## src/rtl/pps_qual_pkg.sv

```systemverilog
package pps_qual_pkg;

  typedef enum logic [2:0] {
    ST_FIRST,
    ST_SECOND,
    ST_THIRD,
    ST_HOLD,
    ST_LOCKED
  } qualState_e;

  // strobes from control to datapath
  typedef struct packed {
    logic capT1;
    logic capT2;
    logic capLock;
    logic setRef;
    logic capR1;
    logic capR2;
    logic startHold;
  } dpStrobe_t;

  // comparisons from datapath to control
  typedef struct packed {
    logic evt;
    logic okA;
    logic okB;
    logic tooEarly;
    logic expired;
    logic rejOk1;
    logic rejOk2;
    logic holdDone;
  } dpFlags_t;

endpackage

```

## src/rtl/pps_qual_dp.sv

```systemverilog
module pps_qual_dp
  import pps_qual_pkg::*;
#(
  parameter int unsigned TS_W      = 32,
  parameter int unsigned SYNC_N    = 2,
  parameter int unsigned SEC_TICKS = 250_000_000,
  parameter int unsigned EPS_TICKS = 500_000,
  parameter int unsigned DT1_TICKS = 250_000,
  parameter int unsigned DT2_TICKS = 250_000,
  parameter int unsigned HOLD_TICKS = 750_000_000,
  parameter int unsigned ERR_W     = 24
) (
  input  logic                    clk,
  input  logic                    rstN,
  input  logic                    ppsRaw,
  input  dpStrobe_t               stb,
  output dpFlags_t                flg,
  output logic signed [ERR_W-1:0] freqErr
);

  localparam int unsigned HC_W = $clog2(HOLD_TICKS + 1);
  localparam logic [TS_W-1:0] WIN_LO  = TS_W'(SEC_TICKS - EPS_TICKS);
  localparam logic [TS_W-1:0] WIN_HI  = TS_W'(SEC_TICKS + EPS_TICKS);
  localparam logic [TS_W-1:0] EARLY_B = TS_W'(SEC_TICKS - DT2_TICKS);
  localparam logic [TS_W-1:0] LATE_B  = TS_W'(SEC_TICKS + DT1_TICKS);
  localparam logic [TS_W-1:0] TWO_SEC = TS_W'(2 * SEC_TICKS);
  localparam logic [HC_W-1:0] HOLD_LD = HC_W'(HOLD_TICKS);

  logic [SYNC_N:0]   syncQ;
  logic [TS_W-1:0]   nowCnt;
  logic [TS_W-1:0]   t1Q, t2Q, refQ, rej1Q, rej2Q;
  logic [TS_W-1:0]   sinceRef, span;
  logic [HC_W-1:0]   holdCnt;

  // true when b-to-a lies strictly inside one second +/- tolerance
  function automatic logic nearSec(input logic [TS_W-1:0] a, input logic [TS_W-1:0] b);
    logic [TS_W-1:0] d;
    d = a - b;
    return (d > WIN_LO) && (d < WIN_HI);
  endfunction

  // synchroniser chain plus one extra stage for edge detection
  generate
    for (genvar i = 0; i <= SYNC_N; i++) begin : g_sync
      if (i == 0) begin : g_head
        always_ff @(posedge clk or negedge rstN)
          if (!rstN) syncQ[0] <= 1'b0;
          else       syncQ[0] <= ppsRaw;
      end else begin : g_tail
        always_ff @(posedge clk or negedge rstN)
          if (!rstN) syncQ[i] <= 1'b0;
          else       syncQ[i] <= syncQ[i-1];
      end
    end
  endgenerate

  always_ff @(posedge clk or negedge rstN) begin
    if (!rstN) begin
      nowCnt  <= '0;
      t1Q     <= '0;
      t2Q     <= '0;
      refQ    <= '0;
      rej1Q   <= '0;
      rej2Q   <= '0;
      holdCnt <= '0;
      freqErr <= '0;
    end else begin
      nowCnt <= nowCnt + 1'b1;
      if (stb.capT1) t1Q <= nowCnt;
      if (stb.capT2) t2Q <= nowCnt;
      if (stb.setRef || stb.capLock) refQ <= nowCnt;
      if (stb.capR1) rej1Q <= nowCnt;
      if (stb.capR2) rej2Q <= nowCnt;
      if (stb.capLock) freqErr <= $signed(span[ERR_W-1:0]);
      if (stb.startHold)     holdCnt <= HOLD_LD;
      else if (holdCnt != '0) holdCnt <= holdCnt - 1'b1;
    end
  end

  always_comb begin
    sinceRef     = nowCnt - refQ;
    span         = nowCnt - t1Q - TWO_SEC;
    flg.evt      = syncQ[SYNC_N-1] & ~syncQ[SYNC_N];
    flg.okA      = nearSec(t2Q, t1Q);
    flg.okB      = nearSec(nowCnt, t2Q);
    flg.tooEarly = sinceRef < EARLY_B;
    flg.expired  = sinceRef >= LATE_B;
    flg.rejOk1   = nearSec(nowCnt, rej1Q);
    flg.rejOk2   = nearSec(nowCnt, rej2Q);
    flg.holdDone = (holdCnt == '0);
  end

endmodule

```

## src/rtl/pps_qual_ctrl.sv

```systemverilog
module pps_qual_ctrl
  import pps_qual_pkg::*;
(
  input  logic      clk,
  input  logic      rstN,
  input  logic      restartReq,
  input  dpFlags_t  flg,
  output dpStrobe_t stb,
  output logic      ppsQual,
  output logic      locked,
  output logic      captureErr,
  output logic      lostAlarm
);

  qualState_e stQ, stN;
  logic [1:0] rejCntQ, rejCntN;
  logic       pulseN, lockN, errN, almN;
  logic       acceptEvt, rejectEvt;

  always_comb begin
    stb       = '0;
    stN       = stQ;
    rejCntN   = rejCntQ;
    pulseN    = 1'b0;
    lockN     = locked;
    errN      = captureErr;
    almN      = lostAlarm;
    acceptEvt = flg.evt && !flg.tooEarly;
    rejectEvt = flg.evt && flg.tooEarly;

    if (restartReq) begin
      stN     = ST_FIRST;
      lockN   = 1'b0;
      errN    = 1'b0;
      almN    = 1'b0;
      rejCntN = '0;
    end else begin
      unique case (stQ)
        ST_FIRST: if (flg.evt) begin
          stb.capT1 = 1'b1;
          stN       = ST_SECOND;
        end
        ST_SECOND: if (flg.evt) begin
          stb.capT2 = 1'b1;
          stN       = ST_THIRD;
        end
        ST_THIRD: if (flg.evt) begin
          if (flg.okA && flg.okB) begin
            stb.capLock = 1'b1;
            stN         = ST_LOCKED;
            lockN       = 1'b1;
            errN        = 1'b0;
            almN        = 1'b0;
            pulseN      = 1'b1;
            rejCntN     = '0;
          end else begin
            stb.startHold = 1'b1;
            errN          = 1'b1;
            stN           = ST_HOLD;
          end
        end
        ST_HOLD: if (flg.holdDone) stN = ST_FIRST;
        ST_LOCKED: begin
          if (acceptEvt) begin
            stb.setRef = 1'b1;
            pulseN     = 1'b1;
            almN       = 1'b0;
          end else if (flg.expired) begin
            stb.setRef = 1'b1;
            pulseN     = 1'b1;
            almN       = 1'b1;
          end
          if (rejectEvt) begin
            unique case (rejCntQ)
              2'd1: begin
                if (flg.rejOk1) begin
                  stb.capR2 = 1'b1;
                  rejCntN   = 2'd2;
                end else begin
                  stb.capR1 = 1'b1;
                end
              end
              2'd2: begin
                if (flg.rejOk2) begin
                  stb.setRef = 1'b1;
                  pulseN     = 1'b1;
                  almN       = 1'b0;
                  rejCntN    = 2'd0;
                end else begin
                  stb.capR1 = 1'b1;
                  rejCntN   = 2'd1;
                end
              end
              default: begin
                stb.capR1 = 1'b1;
                rejCntN   = 2'd1;
              end
            endcase
          end
        end
        default: stN = ST_FIRST;
      endcase
    end
  end

  always_ff @(posedge clk or negedge rstN) begin
    if (!rstN) begin
      stQ        <= ST_FIRST;
      rejCntQ    <= '0;
      ppsQual    <= 1'b0;
      locked     <= 1'b0;
      captureErr <= 1'b0;
      lostAlarm  <= 1'b0;
    end else begin
      stQ        <= stN;
      rejCntQ    <= rejCntN;
      ppsQual    <= pulseN;
      locked     <= lockN;
      captureErr <= errN;
      lostAlarm  <= almN;
    end
  end

endmodule

```

## src/rtl/pps_qualifier.sv

```systemverilog
module pps_qualifier
  import pps_qual_pkg::*;
#(
  parameter int unsigned TS_W       = 32,
  parameter int unsigned SYNC_N     = 2,
  parameter int unsigned SEC_TICKS  = 250_000_000,
  parameter int unsigned EPS_TICKS  = 500_000,
  parameter int unsigned DT1_TICKS  = 250_000,
  parameter int unsigned DT2_TICKS  = 250_000,
  parameter int unsigned HOLD_TICKS = 750_000_000,
  parameter int unsigned ERR_W      = 24
) (
  input  logic                    clk,
  input  logic                    rstN,
  input  logic                    ppsRaw,
  input  logic                    restartReq,
  output logic                    ppsQual,
  output logic                    locked,
  output logic                    captureErr,
  output logic                    lostAlarm,
  output logic signed [ERR_W-1:0] freqErr
);

  dpStrobe_t stb;
  dpFlags_t  flg;

  pps_qual_dp #(
    .TS_W(TS_W), .SYNC_N(SYNC_N), .SEC_TICKS(SEC_TICKS), .EPS_TICKS(EPS_TICKS),
    .DT1_TICKS(DT1_TICKS), .DT2_TICKS(DT2_TICKS), .HOLD_TICKS(HOLD_TICKS),
    .ERR_W(ERR_W)
  ) u_dp (
    .clk(clk), .rstN(rstN), .ppsRaw(ppsRaw), .stb(stb), .flg(flg), .freqErr(freqErr)
  );

  pps_qual_ctrl u_ctrl (
    .clk(clk), .rstN(rstN), .restartReq(restartReq), .flg(flg), .stb(stb),
    .ppsQual(ppsQual), .locked(locked), .captureErr(captureErr), .lostAlarm(lostAlarm)
  );

endmodule

```

## config.mk

```make
export PLATFORM = sky130hd
export DESIGN_NAME = pps_qualifier
export DESIGN_NICKNAME = d
export VERILOG_FILES = /design/src/rtl/pps_qual_pkg.sv /design/src/rtl/pps_qual_dp.sv /design/src/rtl/pps_qual_ctrl.sv /design/src/rtl/pps_qualifier.sv
export SDC_FILE = /design/constraint.sdc
export NUM_CORES = 1
export LEC_CHECK = 0
export BUFFER_PORTS_ARGS = -buffer_cell sky130_fd_sc_hd__buf_2
export CORE_MARGIN = 1.5
export CORE_UTILIZATION = 50
export CTS_CLUSTER_DIAMETER = 40
export CTS_CLUSTER_SIZE = 10
export DETAILED_ROUTE_END_ITERATION = 8
export GPL_TIMING_DRIVEN = 0
export PLACE_DENSITY = 0.65
export SYNTH_ARGS = -nofsm -noshare
export SYNTH_HDL_FRONTEND = slang
export SYNTH_SLANG_ARGS = --single-unit
export TNS_END_PERCENT = 1
```

## constraint.sdc

```tcl
create_clock -name clk -period 11.3 [get_ports clk]
set_clock_uncertainty 0.1 [all_clocks]
set_input_delay 1.13 -clock clk [delete_from_list [all_inputs] [get_ports clk]]
set_output_delay 1.13 -clock clk [all_outputs]
set_load 0.005 [all_outputs]
```

==> results of run 1 <==
-- worst max-delay path, delay by kind of cell (launching register included) --
kind            cells  cell delay [ns]
buf+inv             3             0.96
mux                 2             0.74
flops               1             0.73
simple gates        3             1.24
compound gates      7             3.43
fa+ha+maj           1             0.36
-- per-layer routing --
| metal | GRT usage (%) | vias to the layer above | wire, µm |
|---|---|---|---|
| met3 | 3.844 | 85 | 3989 |
| met1 | 44.41 | 9886 | 33680 |
| met5 | 0 | - | 0 |
| li1 | - | 9859 | - |
| met4 | 6.338 | 0 | 1198 |
| met2 | 44.79 | 575 | 29440 |
-- kinds of logic after synthesis --
| logic type | Yosys count | synth area share (%) |
|---|---|---|
| fa+ha+maj | 211 | 12.00 |
| compound gates | 764 | 21.81 |
| simple gates | 813 | 17.81 |
| mux | 146 | 7.417 |
| flops | 258 | 28.86 |
| buf+inv | 329 | 5.672 |
| xor+xnor | 164 | 6.422 |
-- cell type report --
| cell class | instances | area, µm² | share of cell area, % |
|---|---|---|---|
| clock inverter | 19 | 211.5 | 0.8551 |
| sequential | 258 | 6456 | 26.11 |
| inverter | 236 | 885.9 | 3.582 |
| tap | 592 | 740.7 | 2.995 |
| clock buffer | 54 | 1177 | 4.761 |
| buffer | 93 | 382.9 | 1.548 |
| multi-input combinational | 2098 | 14650 | 59.24 |
| timing repair buffer | 33 | 220.2 | 0.8905 |
| antenna | 2 | 5.005 | 0.02024 |
-- report_power, final --
| part | switching, mW | internal (mW) |
|---|---|---|
| Combinational | 0.291 | 0.196 |
| Clock | 0.477 | 0.787 |
| Sequential | 0.0276 | 0.959 |
| Total | 0.795 | 1.94 |
-- cell usage in the layout, fill, tap and decap left out, types with 39 or more instances in the layout --
cell type / count
a21o_1: 55
a21oi_1: 197
buf_2: 39
clkbuf_1: 84
clkbuf_16: 43
dfrtp_1: 258
ha_1: 205
inv_1: 236
mux2_2: 82
mux2i_1: 45
nand2_1: 241
nand3_1: 72
nor2_1: 184
nor3_1: 61
o21ai_0: 216
xnor2_1: 92
xor2_1: 72
-- sequential cells by signal, indices dropped and copies added, names as in the netlist --
signal,count
u_ctrl.rejCntQ,2
u_ctrl.ppsQual,1
u_dp.rej2Q,32
u_dp.t2Q,32
u_ctrl.lostAlarm,1
u_dp.nowCnt,32
u_dp.syncQ,3
u_dp.t1Q,32
u_dp.refQ,32
u_ctrl.locked,1
u_ctrl.stQ,3
u_dp.holdCnt,30
u_dp.rej1Q,32
u_dp.freqErr,24
u_ctrl.captureErr,1
-- synth_stat cells, drive strengths merged, types with 14 or more instances --
cell,n
a211oi,28
nor2,184
o21ai,219
nand2,241
or4,15
buf,14
xnor2,92
mux2i,45
and3,28
mux2,101
nand3,72
nand2b,29
o22ai,16
clkbuf,79
a21oi,199
and2,16
dfrtp,258
or3,24
o211ai,27
nor2b,29
nand4,35
o31ai,16
a31oi,16
a21o,55
o21a,37
inv,236
ha,205
xor2,72
nor3,61
nor4,22
o21bai,21
-- through the flow --
| step | std cells | power (mW) | setup WS, ns | utilization (%) |
|---|---|---|---|---|
| after floorplan | 2685 | 1.349 | 6.333 | - |
| after global placement | 3308 | 1.464 | 4.007 | 52.61 |
| after detailed placement | 3310 | 1.477 | 3.894 | 52.77 |
| after CTS | 3383 | 2.751 | 3.865 | 55.91 |
| after global routing | 3383 | 2.858 | 3.372 | 55.91 |
| final | 3385 | 2.737 | 3.577 | 55.92 |
-- final timing paths --
check                           startpoint          endpoint  slack, ns  cells after the start
setup / recovery           u_dp.nowCnt[16]    u_dp.rej1Q[14]       3.58                     16
setup reg to reg           u_dp.nowCnt[16]    u_dp.rej1Q[14]       3.58                     16
hold reg to reg              u_dp.syncQ[0]     u_dp.syncQ[1]       0.27                      0
max in group asynchronous             rstN   u_dp.nowCnt[21]       9.34                      3
hold / removal               u_dp.syncQ[0]     u_dp.syncQ[1]       0.27                      0
min in group asynchronous             rstN  u_dp.holdCnt[14]       0.40                      1
==> impl_metrics.env, run 1 <==
export IMPL_ant_nets=0
export IMPL_powerDensity_mw_per_mm2=110.7
export IMPL_fin_hold_ws_ns=0.2696
export IMPL_critPathSlowestCell="a2111oi_0"
export IMPL_peakVddDrop_mv=0.1203
export IMPL_synth_cell_types=88
export IMPL_tightest_slew_ns=1.186
export IMPL_syn_area_mm2=0.02237
export IMPL_cts_sinks=258
export IMPL_ios=32
export IMPL_drive_above_1_share_pct=9.065
export IMPL_routed_wl_mm=68.30
export IMPL_period_share_pct=68.35
export IMPL_root_buffer="clkbuf_16"
export IMPL_slew_viol_final=0
export IMPL_cp_start_kind="flip-flop"
export IMPL_die_h_um=214.5
export IMPL_outcome="finished, final reports clean"
export IMPL_drc=0
export IMPL_grt_max_degree=101
export IMPL_area_growth_pct=10.56
export IMPL_cts_made_buffers=42
export IMPL_ys_flop_type="dfrtp_1"
export IMPL_gp_congestion=0.9726
export IMPL_grt_use_total_pct=29.47
export IMPL_arrival_ns=8.07
export IMPL_start_util_pct=50.58
export IMPL_gr_total_overflow=0
export IMPL_synth_edff_count=0
export IMPL_numPortBuffers=31
export IMPL_synth_top_area_share_pct=28.86
export IMPL_ys_ff_latch=258
export IMPL_clk_pin_slew_ns=0.05
export IMPL_synthesis_nets=2900
export IMPL_power_leakage_nw=11.63
export IMPL_critPathMaxFanout=12
export IMPL_hold_path_class="reg -> reg"
export IMPL_hold_viol=0
export IMPL_synth_seq_area_share_pct=28.86
export IMPL_vias=20405
export IMPL_avgRoutedWirePerCell_um=20.18
export IMPL_place_area_mm2=0.02333
export IMPL_grt_setup_unrepaired="no"
export IMPL_die_area_mm2=0.04601
export IMPL_grt_pass1_vias=19427
export IMPL_clock_latency_ns=0.56
export IMPL_synthCells=2685
export IMPL_worstSetupPathType="reg -> reg"
export IMPL_min_period_ns=7.723
export IMPL_die_x_um=214.5
export IMPL_postSynth_asyncResetShare_pct=100.0
export IMPL_setup_viol=0
export IMPL_final_area_mm2=0.02473
export IMPL_core_area_mm2=0.04422
export IMPL_first_pass_iters=5
export IMPL_postCtsSetupBuffers=0
export IMPL_cts_tree="yes"
export IMPL_place_detailed_hpwl_mm=53.49
export IMPL_synth_area_top_cells="dfrtp_1 (29%), ha_1 (11%), o21ai_0 (4.8%), a21oi_1 (4.4%), mux2_2 (4.1%)"
export IMPL_cts_resized=0
export IMPL_slowest_delay_ns=0.93
export IMPL_fillCellCount=4149
export IMPL_cts_hold_buffers=0
export IMPL_synth_warnings=0
export IMPL_relSlewSlack_pct=20.21
export IMPL_clock_fmax_mhz=129.5
export IMPL_crit_path_frequent_cell="clkbuf_1"
export IMPL_fin_nets=2977
export IMPL_htree_levels=2
export IMPL_path_cells="ha_1 -> clkbuf_1 -> a211oi_1 -> nor2_1 -> o41ai_1 -> o311ai_0 -> a41oi_1 -> mux2_2 -> a2111oi_0 -> o31ai_1 -> nor4b_1 -> nor2b_1 -> o31a_1 -> clkbuf_1 -> clkbuf_1 -> mux2_2"
export IMPL_grt_antenna_before_repair=2
export IMPL_post_drt_via_cell_ratio=6.028
export IMPL_tns_ns=0
export IMPL_drt_iter0_drc=1517
export IMPL_clock_path_buffers=3
export IMPL_placementRows=77
export IMPL_maxCapViolCount=0
export IMPL_end_kind="flip-flop"
export IMPL_grt_first_pass_wirelength_mm=108.6
export IMPL_required_ns=11.64
export IMPL_yosysTopAreaCell="dfrtp_1"
export IMPL_post_synth_cell_area_avg_um2=8.331
(Power assumes the default switching activity.)
==> run 2: changes to the inputs <==
- PLACE_DENSITY: 0.65 -> 0.67
- clock period: 11.3 -> 6.8 ns (I/O delays scaled with it)
==> run 2 against run 1 <==
Compared with the run above: global-route usage grew 0.22 points; sequential cell count did not move; setup slack got worse by 3.5 ns; die area unchanged; largest power group unchanged.
==> impl_metrics.env, run 2 (synthesized netlist as in run 1, its figures left out) <==
export IMPL_outcome="finished, final reports clean"
export IMPL_ant_nets=0
export IMPL_area_growth_pct=10.90
export IMPL_gr_total_overflow=0
export IMPL_hold_path_class="in -> reg"
export IMPL_setup_viol=0
export IMPL_grt_max_degree=109
export IMPL_peakVddDrop_mv=0.2183
export IMPL_clock_path_buffers=3
export IMPL_place_detailed_hpwl_mm=53.25
export IMPL_place_inst=3310
export IMPL_clock_latency_ns=0.56
export IMPL_end_kind="flip-flop"
export IMPL_drt_iter0_drc=1630
export IMPL_first_pass_iters=8
export IMPL_grt_antenna_before_repair=1
export IMPL_cts_made_buffers=43
export IMPL_die_x_um=214.5
export IMPL_required_ns=7.14
export IMPL_final_cells=3388
export IMPL_die_area_mm2=0.04601
export IMPL_avgRoutedWirePerCell_um=20.26
export IMPL_vias=20506
export IMPL_powerDensity_mw_per_mm2=187.9
export IMPL_die_h_um=214.5
export IMPL_tightest_slew_ns=1.220
export IMPL_layout_commonest_cell="dfrtp_1"
export IMPL_maxCapViolCount=0
export IMPL_cp_start_kind="flip-flop"
export IMPL_grt_setup_unrepaired="yes"
export IMPL_gp_congestion=1.010
export IMPL_grt_first_pass_wirelength_mm=109.0
export IMPL_drc=0
export IMPL_slew_viol_final=0
export IMPL_fin_nets=2979
export IMPL_cts_tree="yes"
export IMPL_placementRows=77
export IMPL_grt_use_total_pct=29.69
export IMPL_post_drt_via_cell_ratio=6.053
export IMPL_cts_sinks=258
export IMPL_critPathMaxFanout=10
export IMPL_drive_above_1_share_pct=9.231
export IMPL_power_leakage_nw=11.69
export IMPL_numPortBuffers=31
export IMPL_tns_ns=0
export IMPL_final_cell_mix="dfrtp_1 (258), nand2_1 (241), inv_1 (236), o21ai_0 (216), ha_1 (205)"
export IMPL_min_period_ns=6.708
export IMPL_ios=32
export IMPL_hold_viol=0
export IMPL_whs_path_depth=1
export IMPL_finalCoreUtilization_pct=56.09
export IMPL_clock_fmax_mhz=149.1
export IMPL_clk_pin_slew_ns=0.05
export IMPL_grt_pass1_vias=19541
export IMPL_start_util_pct=50.58
export IMPL_routed_wl_mm=68.64
export IMPL_core_area_mm2=0.04422
export IMPL_htree_levels=2
export IMPL_reg2reg_depth=16
export IMPL_relSlewSlack_pct=17.93
export IMPL_arrival_ns=7.05
export IMPL_worstSetupPathType="reg -> reg"
export IMPL_root_buffer="clkbuf_16"
export IMPL_period_share_pct=98.65
[run 2: changes by cell type in the layout (fill, tap and decap cells not counted), sizes merged]
cell         delta
clkinv          -1
bufinv          +3
clkinvlp        -3
inv             +3
diode           -1
clkbuf          +1
dlygate4sd3     +1
[run 2: critical path: stages (launching register included)]
cell and delay (ns):
dfrtp_1 0.50, inv_1 0.32, ha_1 0.26, nor2b_1 0.08, o31ai_1 0.59, a21oi_1 0.35
a211oi_1 0.47, o21ai_0 0.37, xnor2_1 0.26, or4_1 0.54, o31ai_1 0.64, nor4b_2 0.18
nor2b_1 0.27, o31a_1 0.17, clkbuf_1 0.49, clkbuf_1 0.57, mux2_2 0.40
[run 2: where the power goes]
part,switching [mW],internal (mW)
logic,0.489,0.327
registers,0.0484,1.59
clock network,0.801,1.40
total,1.34,3.32
[run 2: path summary, 6_finish.rpt]
check | to | slack (ns) | from
worst min-delay path | u_dp.syncQ[0] | 0.14 | ppsRaw
worst min register to register | u_dp.syncQ[1] | 0.25 | u_dp.syncQ[0]
min in group asynchronous | u_dp.holdCnt[14] | 0.56 | rstN
worst max register to register | u_dp.rej1Q[14] | 0.09 | u_dp.nowCnt[0]
worst max-delay path | u_dp.rej1Q[14] | 0.09 | u_dp.nowCnt[0]
max in group asynchronous | u_dp.refQ[13] | 5.14 | rstN
[run 2: repair_timing]
item / 4_1_cts / 5_1_grt
cloned: 0 / 0
gates resized for setup: 4 / 4
hold buffers: 1 / 0
setup endpoints to repair: 64 / 60
hold endpoints to repair: 34 / 0
pin swaps: 0 / 0
buffers inserted: 0 / 0
[run 2: area by class of cell]
type                       count  area, µm²
timing repair buffer          34      230.2
sequential                   258       6456
inverter                     236      885.9
tap                          592      740.7
buffer                        93      384.1
clock inverter                21      270.3
fill                        4052      19420
clock buffer                  55       1161
antenna                        1      2.502
multi-input combinational   2098      14670
[run 2: layer usage]
layer,up-vias,global-route usage [%],share of wire [%]
li1,9853,-,-
met1,9883,43.29,48
met2,638,45.15,43
met5,-,0,0
met3,132,4.638,6.1
met4,0,8.920,2.9
[run 2: metrics by stage]
step / instance area, µm² / setup WS, ns / hold slack [ns] / power, mW
global route: 24800 / -0.1770 / 0.1185 / 4.858
detailed placement: 23330 / -0.6096 / 0.2449 / 2.461
CTS: 24800 / 0.08400 / 0.1183 / 4.681
global placement: 23260 / -0.5134 / 0.2438 / 2.433
floorplan: 22370 / 1.833 / 0.2312 / 2.241
finish: 24810 / 0.09213 / 0.1357 / 4.660
